===== config.mk =====
export PLATFORM = sky130hd
export DESIGN_NAME = satcnt
export DESIGN_NICKNAME = d
export VERILOG_FILES = /design/src/rtl/satcnt_pkg.sv /design/src/rtl/satcnt_next.sv /design/src/rtl/satcnt_regs.sv /design/src/rtl/satcnt.sv
export SDC_FILE = /design/constraint.sdc
export NUM_CORES = 1
export LEC_CHECK = 0
export BUFFER_PORTS_ARGS = -buffer_cell sky130_fd_sc_hd__clkbuf_2
export CAP_MARGIN = 25
export CELL_PAD_IN_SITES_DETAIL_PLACEMENT = 0
export CELL_PAD_IN_SITES_GLOBAL_PLACEMENT = 1
export CORE_AREA = 2 2 39 41
export DETAILED_ROUTE_END_ITERATION = 10
export DIE_AREA = 0 0 41 43
export HOLD_SLACK_MARGIN = 0.12
export MAX_ROUTING_LAYER = met4
export PLACE_DENSITY_LB_ADDON = 0.1
export SETUP_SLACK_MARGIN = 0.15
export SLEW_MARGIN = 5
export SYNTH_ARGS = -nofsm -noshare
export SYNTH_HDL_FRONTEND = slang
export SYNTH_SLANG_ARGS = --single-unit

===== constraint.sdc =====
create_clock -name clk_i -period 1.2 [get_ports clk_i]
set_clock_uncertainty 0.15 [all_clocks]
set_input_delay 0 -clock clk_i [delete_from_list [all_inputs] [get_ports clk_i]]
set_output_delay 0 -clock clk_i [all_outputs]
set_load 0.05 [all_outputs]

===== src/rtl/satcnt_pkg.sv =====
package satcnt_pkg;
    localparam int CNT_W   = 3;
    localparam int TOP_VAL = 5;

    typedef enum logic [CNT_W-1:0] {
        ST_ZERO  = 3'd0,
        ST_ONE   = 3'd1,
        ST_TWO   = 3'd2,
        ST_THREE = 3'd3,
        ST_FOUR  = 3'd4,
        ST_TOP   = 3'd5,
        ST_BAD6  = 3'd6,
        ST_BAD7  = 3'd7
    } cnt_state_e;
endpackage


===== src/rtl/satcnt_next.sv =====
module satcnt_next
    import satcnt_pkg::*;
(
    input  cnt_state_e cur_i,
    input  logic       init_rst_i,
    input  logic       clear_i,
    output cnt_state_e nxt_o,
    output logic       nxt_bad_o
);
    cnt_state_e step_nxt;

    always_comb begin
        unique case (cur_i)
            ST_ZERO:  step_nxt = ST_ONE;
            ST_ONE:   step_nxt = ST_TWO;
            ST_TWO:   step_nxt = ST_THREE;
            ST_THREE: step_nxt = ST_FOUR;
            ST_FOUR:  step_nxt = ST_TOP;
            ST_TOP:   step_nxt = ST_TOP;   // park
            ST_BAD6:  step_nxt = ST_BAD6;  // trap
            ST_BAD7:  step_nxt = ST_BAD7;  // trap
        endcase
    end

    always_comb begin
        if (init_rst_i || clear_i) nxt_o = ST_ZERO;   // restart
        else                       nxt_o = step_nxt;
    end

    assign nxt_bad_o = (nxt_o == ST_BAD6) || (nxt_o == ST_BAD7);
endmodule


===== src/rtl/satcnt_regs.sv =====
module satcnt_regs
    import satcnt_pkg::*;
(
    input  logic       clk_i,
    input  logic       init_rst_i,
    input  cnt_state_e nxt_i,
    input  logic       nxt_bad_i,
    output cnt_state_e state_o,
    output logic       err_o
);
    // state register
    always_ff @(posedge clk_i) begin
        if (init_rst_i) state_o <= ST_ZERO;
        else            state_o <= nxt_i;
    end

    // output register
    always_ff @(posedge clk_i) begin
        if (init_rst_i) err_o <= 1'b0;
        else            err_o <= nxt_bad_i;
    end
endmodule


===== src/rtl/satcnt.sv =====
module satcnt
    import satcnt_pkg::*;
(
    input  logic             clk_i,
    input  logic             init_rst_i,
    input  logic             clear_i,
    output logic [CNT_W-1:0] count_o,
    output logic             err_o
);
    cnt_state_e nxt_s;
    cnt_state_e state_s;
    logic       nxt_bad_s;

    satcnt_next u_next (
        .cur_i      (state_s),
        .init_rst_i (init_rst_i),
        .clear_i    (clear_i),
        .nxt_o      (nxt_s),
        .nxt_bad_o  (nxt_bad_s)
    );

    satcnt_regs u_regs (
        .clk_i      (clk_i),
        .init_rst_i (init_rst_i),
        .nxt_i      (nxt_s),
        .nxt_bad_i  (nxt_bad_s),
        .state_o    (state_s),
        .err_o      (err_o)
    );

    assign count_o = state_s;


    init_zero_chk: assert property (@(posedge clk_i) disable iff (init_rst_i)
        $fell(init_rst_i) |-> (count_o == '0) && !err_o);

    step_up_chk: assert property (@(posedge clk_i) disable iff (init_rst_i)
        (!clear_i && count_o < CNT_W'(TOP_VAL)) |=> (count_o == $past(count_o) + 1'b1));

    park_top_chk: assert property (@(posedge clk_i) disable iff (init_rst_i)
        (!clear_i && count_o == CNT_W'(TOP_VAL)) |=> (count_o == CNT_W'(TOP_VAL)));

    clear_zero_chk: assert property (@(posedge clk_i) disable iff (init_rst_i)
        clear_i |=> (count_o == '0));

    err_match_chk: assert property (@(posedge clk_i) disable iff (init_rst_i)
        err_o == (count_o > CNT_W'(TOP_VAL)));

    bad_trap_chk: assert property (@(posedge clk_i) disable iff (init_rst_i)
        (!clear_i && count_o > CNT_W'(TOP_VAL)) |=> $stable(count_o));
endmodule


After elaboration in Yosys (flattened, before gate mapping)
Memory sizes are Yosys's and may differ from the RTL's. A register that Yosys moved wholly into a read port is not among the register bits.
Index checks and enable logic that the tools add are counted.
- eq/ne operators: 2
- muxes and demuxes: 2
- reductions and logical operators: 2
- operators with widths (kind ; number):
    3-bit == test, second input constant ; 2
    3-bit two-way mux ; 2
    1-bit logical OR ; 2
- bits in registers: 4
- ROM bits: 24
- output and inout port bits: 4
- word-level logic and storage cells: 9
- memories: 1
- memory list (memory ; words ; bits a word ; rd ports ; clocked after memory_dff ; wr ports ; RTL line ; source):
    (name not given) ; 8 ; 3 ; 1 ; 1 ; 0 ; satcnt_next.sv:13 ; unique case (cur_i)

Depth between registers and ports, before layout
- depth in word-level cells: 4
- gate-level depth with buffers: 3
- depth with buffers taken out: 3

By module
Synthesis repeated with hierarchy kept, for this count alone.
- cells, all modules: 20
- area total of the unflattened synthesis: 196.4 µm²
- by module, submodules not included (module ; times used ; cells each ; area each (µm²) ; sequential area each (µm²)):
    satcnt_regs ; 1 ; 8 ; 105.1 ; 80.1
    satcnt_next ; 1 ; 12 ; 91.3 ; 0.0

Worst setup path before layout
No wires, ideal clock.
- kind: flip-flop to flip-flop
- from: reg u_next.step_nxt[0] (netlist name)
- to: reg u_next.step_nxt[1] (netlist name)
- data arrival time: 648 ps
- slack: 286 ps
- cell stages (with the launch flop): 4
- buffers on the path: 0
- clock period less this slack: 914 ps
- cell sequence: dfxtp_1 -> nor2b_4 -> xnor2_1 -> nor3_2
- longest elaborated chain between the ends: 2
- RTL lines (element ; RTL line ; source):
    3-bit two-way mux ; satcnt_next.sv:26 ; if (init_rst_i || clear_i) nxt_o = ST_ZERO;
    3-bit two-way mux (no line) ; - ;
No other way between the ends.
A chain may end at the register's enable or synchronous reset.

Worst setup path in the final report
- from: reg u_regs.state_o[1]
- to: out count_o[1]
- RTL lines (element ; RTL line ; source):
    from (decl) ; satcnt_regs.sv:8 ; output cnt_state_e state_o,
    from (signal assigned) ; satcnt_regs.sv:14 ; else state_o <= nxt_i;
    to (decl) ; satcnt.sv:7 ; output logic [CNT_W-1:0] count_o,
No word-level cell between the ends.

==> flow_metrics.tcl <==
set metrics [dict create \
    outcome "completed" \
    worst_slew_margin_rel 0.817 \
    clkSlewWorstSetupHoldPaths_ns 0.05 \
    cts.htree.levels 1 \
    vias_per_cell 3.71 \
    post_synth_num_cell_types 11 \
    ant_nets 0 \
    grt-ovfl-total 0 \
    regToRegSetupSlack_ns 0.26 \
    grt_pass1_vias 165 \
    synth_seq_area_share 0.626 \
    reg2reg_from "u_next.step_nxt[2]$_SDFF_PP1_" \
    yosys_warnings 0 \
    dieArea_um2 1760 \
    clk_path_buf_depth 2 \
    drive_gt1_frac 0.438 \
    postSynthAreaPerCell_um2 11.2 \
    cp_slowest_cell "dfxtp_1" \
    startpoint "u_regs.state_o[1]$_SDFF_PP0_" \
    die_x_um 41 \
    endpoint_kind "output pin" \
    insertion_delay_ns 0.25 \
    hold_end "u_regs.state_o[0]$_SDFF_PP0_" \
    critPathBufInv 1 \
    design.core.area_um2 1380 \
    fin_nets 36 \
    num_rows 14 \
    start_kind "flop" \
    path_delay_family "flip-flops" \
    holdPathStages 1 \
    numCtsBuffers 3 \
    finalHoldViolCount 0 \
    antenna_found_initial 0 \
    initial_core_util 0.162 \
    crit_path_max_incr_delay_ns 0.30 \
    num_vias 178 \
    hpwl_um 268 \
    crit_arrival_ns 0.82 \
    cts_tree "built" \
    grt_pass1_wl_um 607 \
    drt-pass1-iter-count 2 \
    setup_tns_ns 0 \
    syn_to_final_growth_pct 44.7 \
    grt_max_degree 5 \
    fill_cells 157 \
    post_cts_buffers 0 \
    rsz0062_at_grt "false" \
    num_io_pins 7 \
    synth_nets 23 \
    p_per_area_nw_per_um2 1580 \
    drv_cap 0 \
    cp.required_ns 1.05 \
    antenna_cells 0 \
    worstReg2RegEnd "u_next.step_nxt[1]$_DFF_P_" \
    crit_fanout 1 \
    die_h_um 43 \
    grt_usage 0.0658 \
    finalSetupViolations 0 \
    gp_congestion 0.606 \
    critical_path_class "reg -> out" \
    p_leak_nw 0.138 \
    reg2reg_depth 3 \
    max-vdd-ir-drop_uv 401 \
    wl_per_cell_um 7.67 \
    post-route-util 0.234 \
    netlist_area_um2 224 \
    p_total_mw 0.512 \
    crit_chain "clkbuf_2" \
    fmax_ghz 1.03 \
    slew_violations 0 \
    finalWorstPathRequiredPeriod_ns 0.974 \
    synth-seq-cells 7 \
    numPortBuffers 6 \
    post-route-drc-count 0 \
    synth_cells 20 \
    max_slew.worst_pin.slew_ns 0.276 \
    drt_first_iter_violations 4 \
    mostFrequentLayoutCells "clkbuf_2, dfxtp_1, clkbuf_4" \
    final.period_utilization 0.811 \
    cts_sinks 7 \
    hp-start "u_next.step_nxt[0]$_DFF_P_" \
    totalWireLength_um 368 \
    cts_root_buf "clkbuf_4" \
    hp-class "reg -> reg" \
]
logic make-up after synthesis:
logic type	synth area share
simple gates	0.290
xor+xnor	0.0391
flops	0.626
compound gates	0.0446
metal layers:
metal	part of all wire	vias up	wire length (µm)	global-route usage
li1	-	89	-	-
met1	0.34	78	126	0.0386
met2	0.46	9	168	0.0781
met3	0.15	2	54	0.0785
met4	0.052	0	19	0.0800
met5	0	-	0	-
Yosys cell counts (all sizes together):
cell type,n,share of area
dfxtp,7,0.63
nand2,1,0.017
o21ai,1,0.022
nor2b,1,0.061
nor2,2,0.034
a21oi,1,0.022
and2,3,0.089
nor3,3,0.089
xnor2,1,0.039
area by class of cell:
class	instances	area, µm²	share of cell area
Tap cell	16	20.0	0.0618
Multi-Input combinational cell	13	86.3	0.266
Clock buffer	4	26.3	0.0811
Sequential cell	7	141	0.436
Timing Repair Buffer	8	50.0	0.154
power by group:
part	switching (mW)	total (mW)	internal [mW]
Clock	0.0884	0.215	0.127
Sequential	0.00674	0.249	0.242
Combinational	0.0260	0.0474	0.0214
Total	0.121	0.512	0.391
worst max-delay path by stage:
stage / depth (start not counted) / slack (ns) / endpoint
detailed placement: 3 / 0.24 / u_next.step_nxt[1]$_DFF_P_
finish: 1 / 0.23 / count_o[1]
global route: 4 / 0.18 / u_next.step_nxt[0]$_DFF_P_
CTS: 1 / 0.21 / count_o[1]
global placement: 3 / 0.24 / u_next.step_nxt[1]$_DFF_P_
floorplan: 3 / 0.29 / u_next.step_nxt[1]$_DFF_P_
registers in the layout (all words and copies together) (netlist names):
name             count
u_next.step_nxt      3
u_regs.state_o       3
u_regs.err_o         1
timing repair:
item	CTS	global route
setup endpoints to repair	0	5
resized for setup	0	2
hold buffers	2	0
hold endpoints to repair	7	0
through the flow:
step	cell area, µm²	setup WS, ns	std cells	hold WS (ns)
after detailed placement	274	0.242	42	0.0704
after global routing	324	0.178	48	0.377
after CTS	320	0.210	48	0.340
after global placement	274	0.242	42	0.0728
final	324	0.226	48	0.348
after floorplan	224	0.286	20	-0.0810
Note: power is estimated with default switching activity, not from simulation.
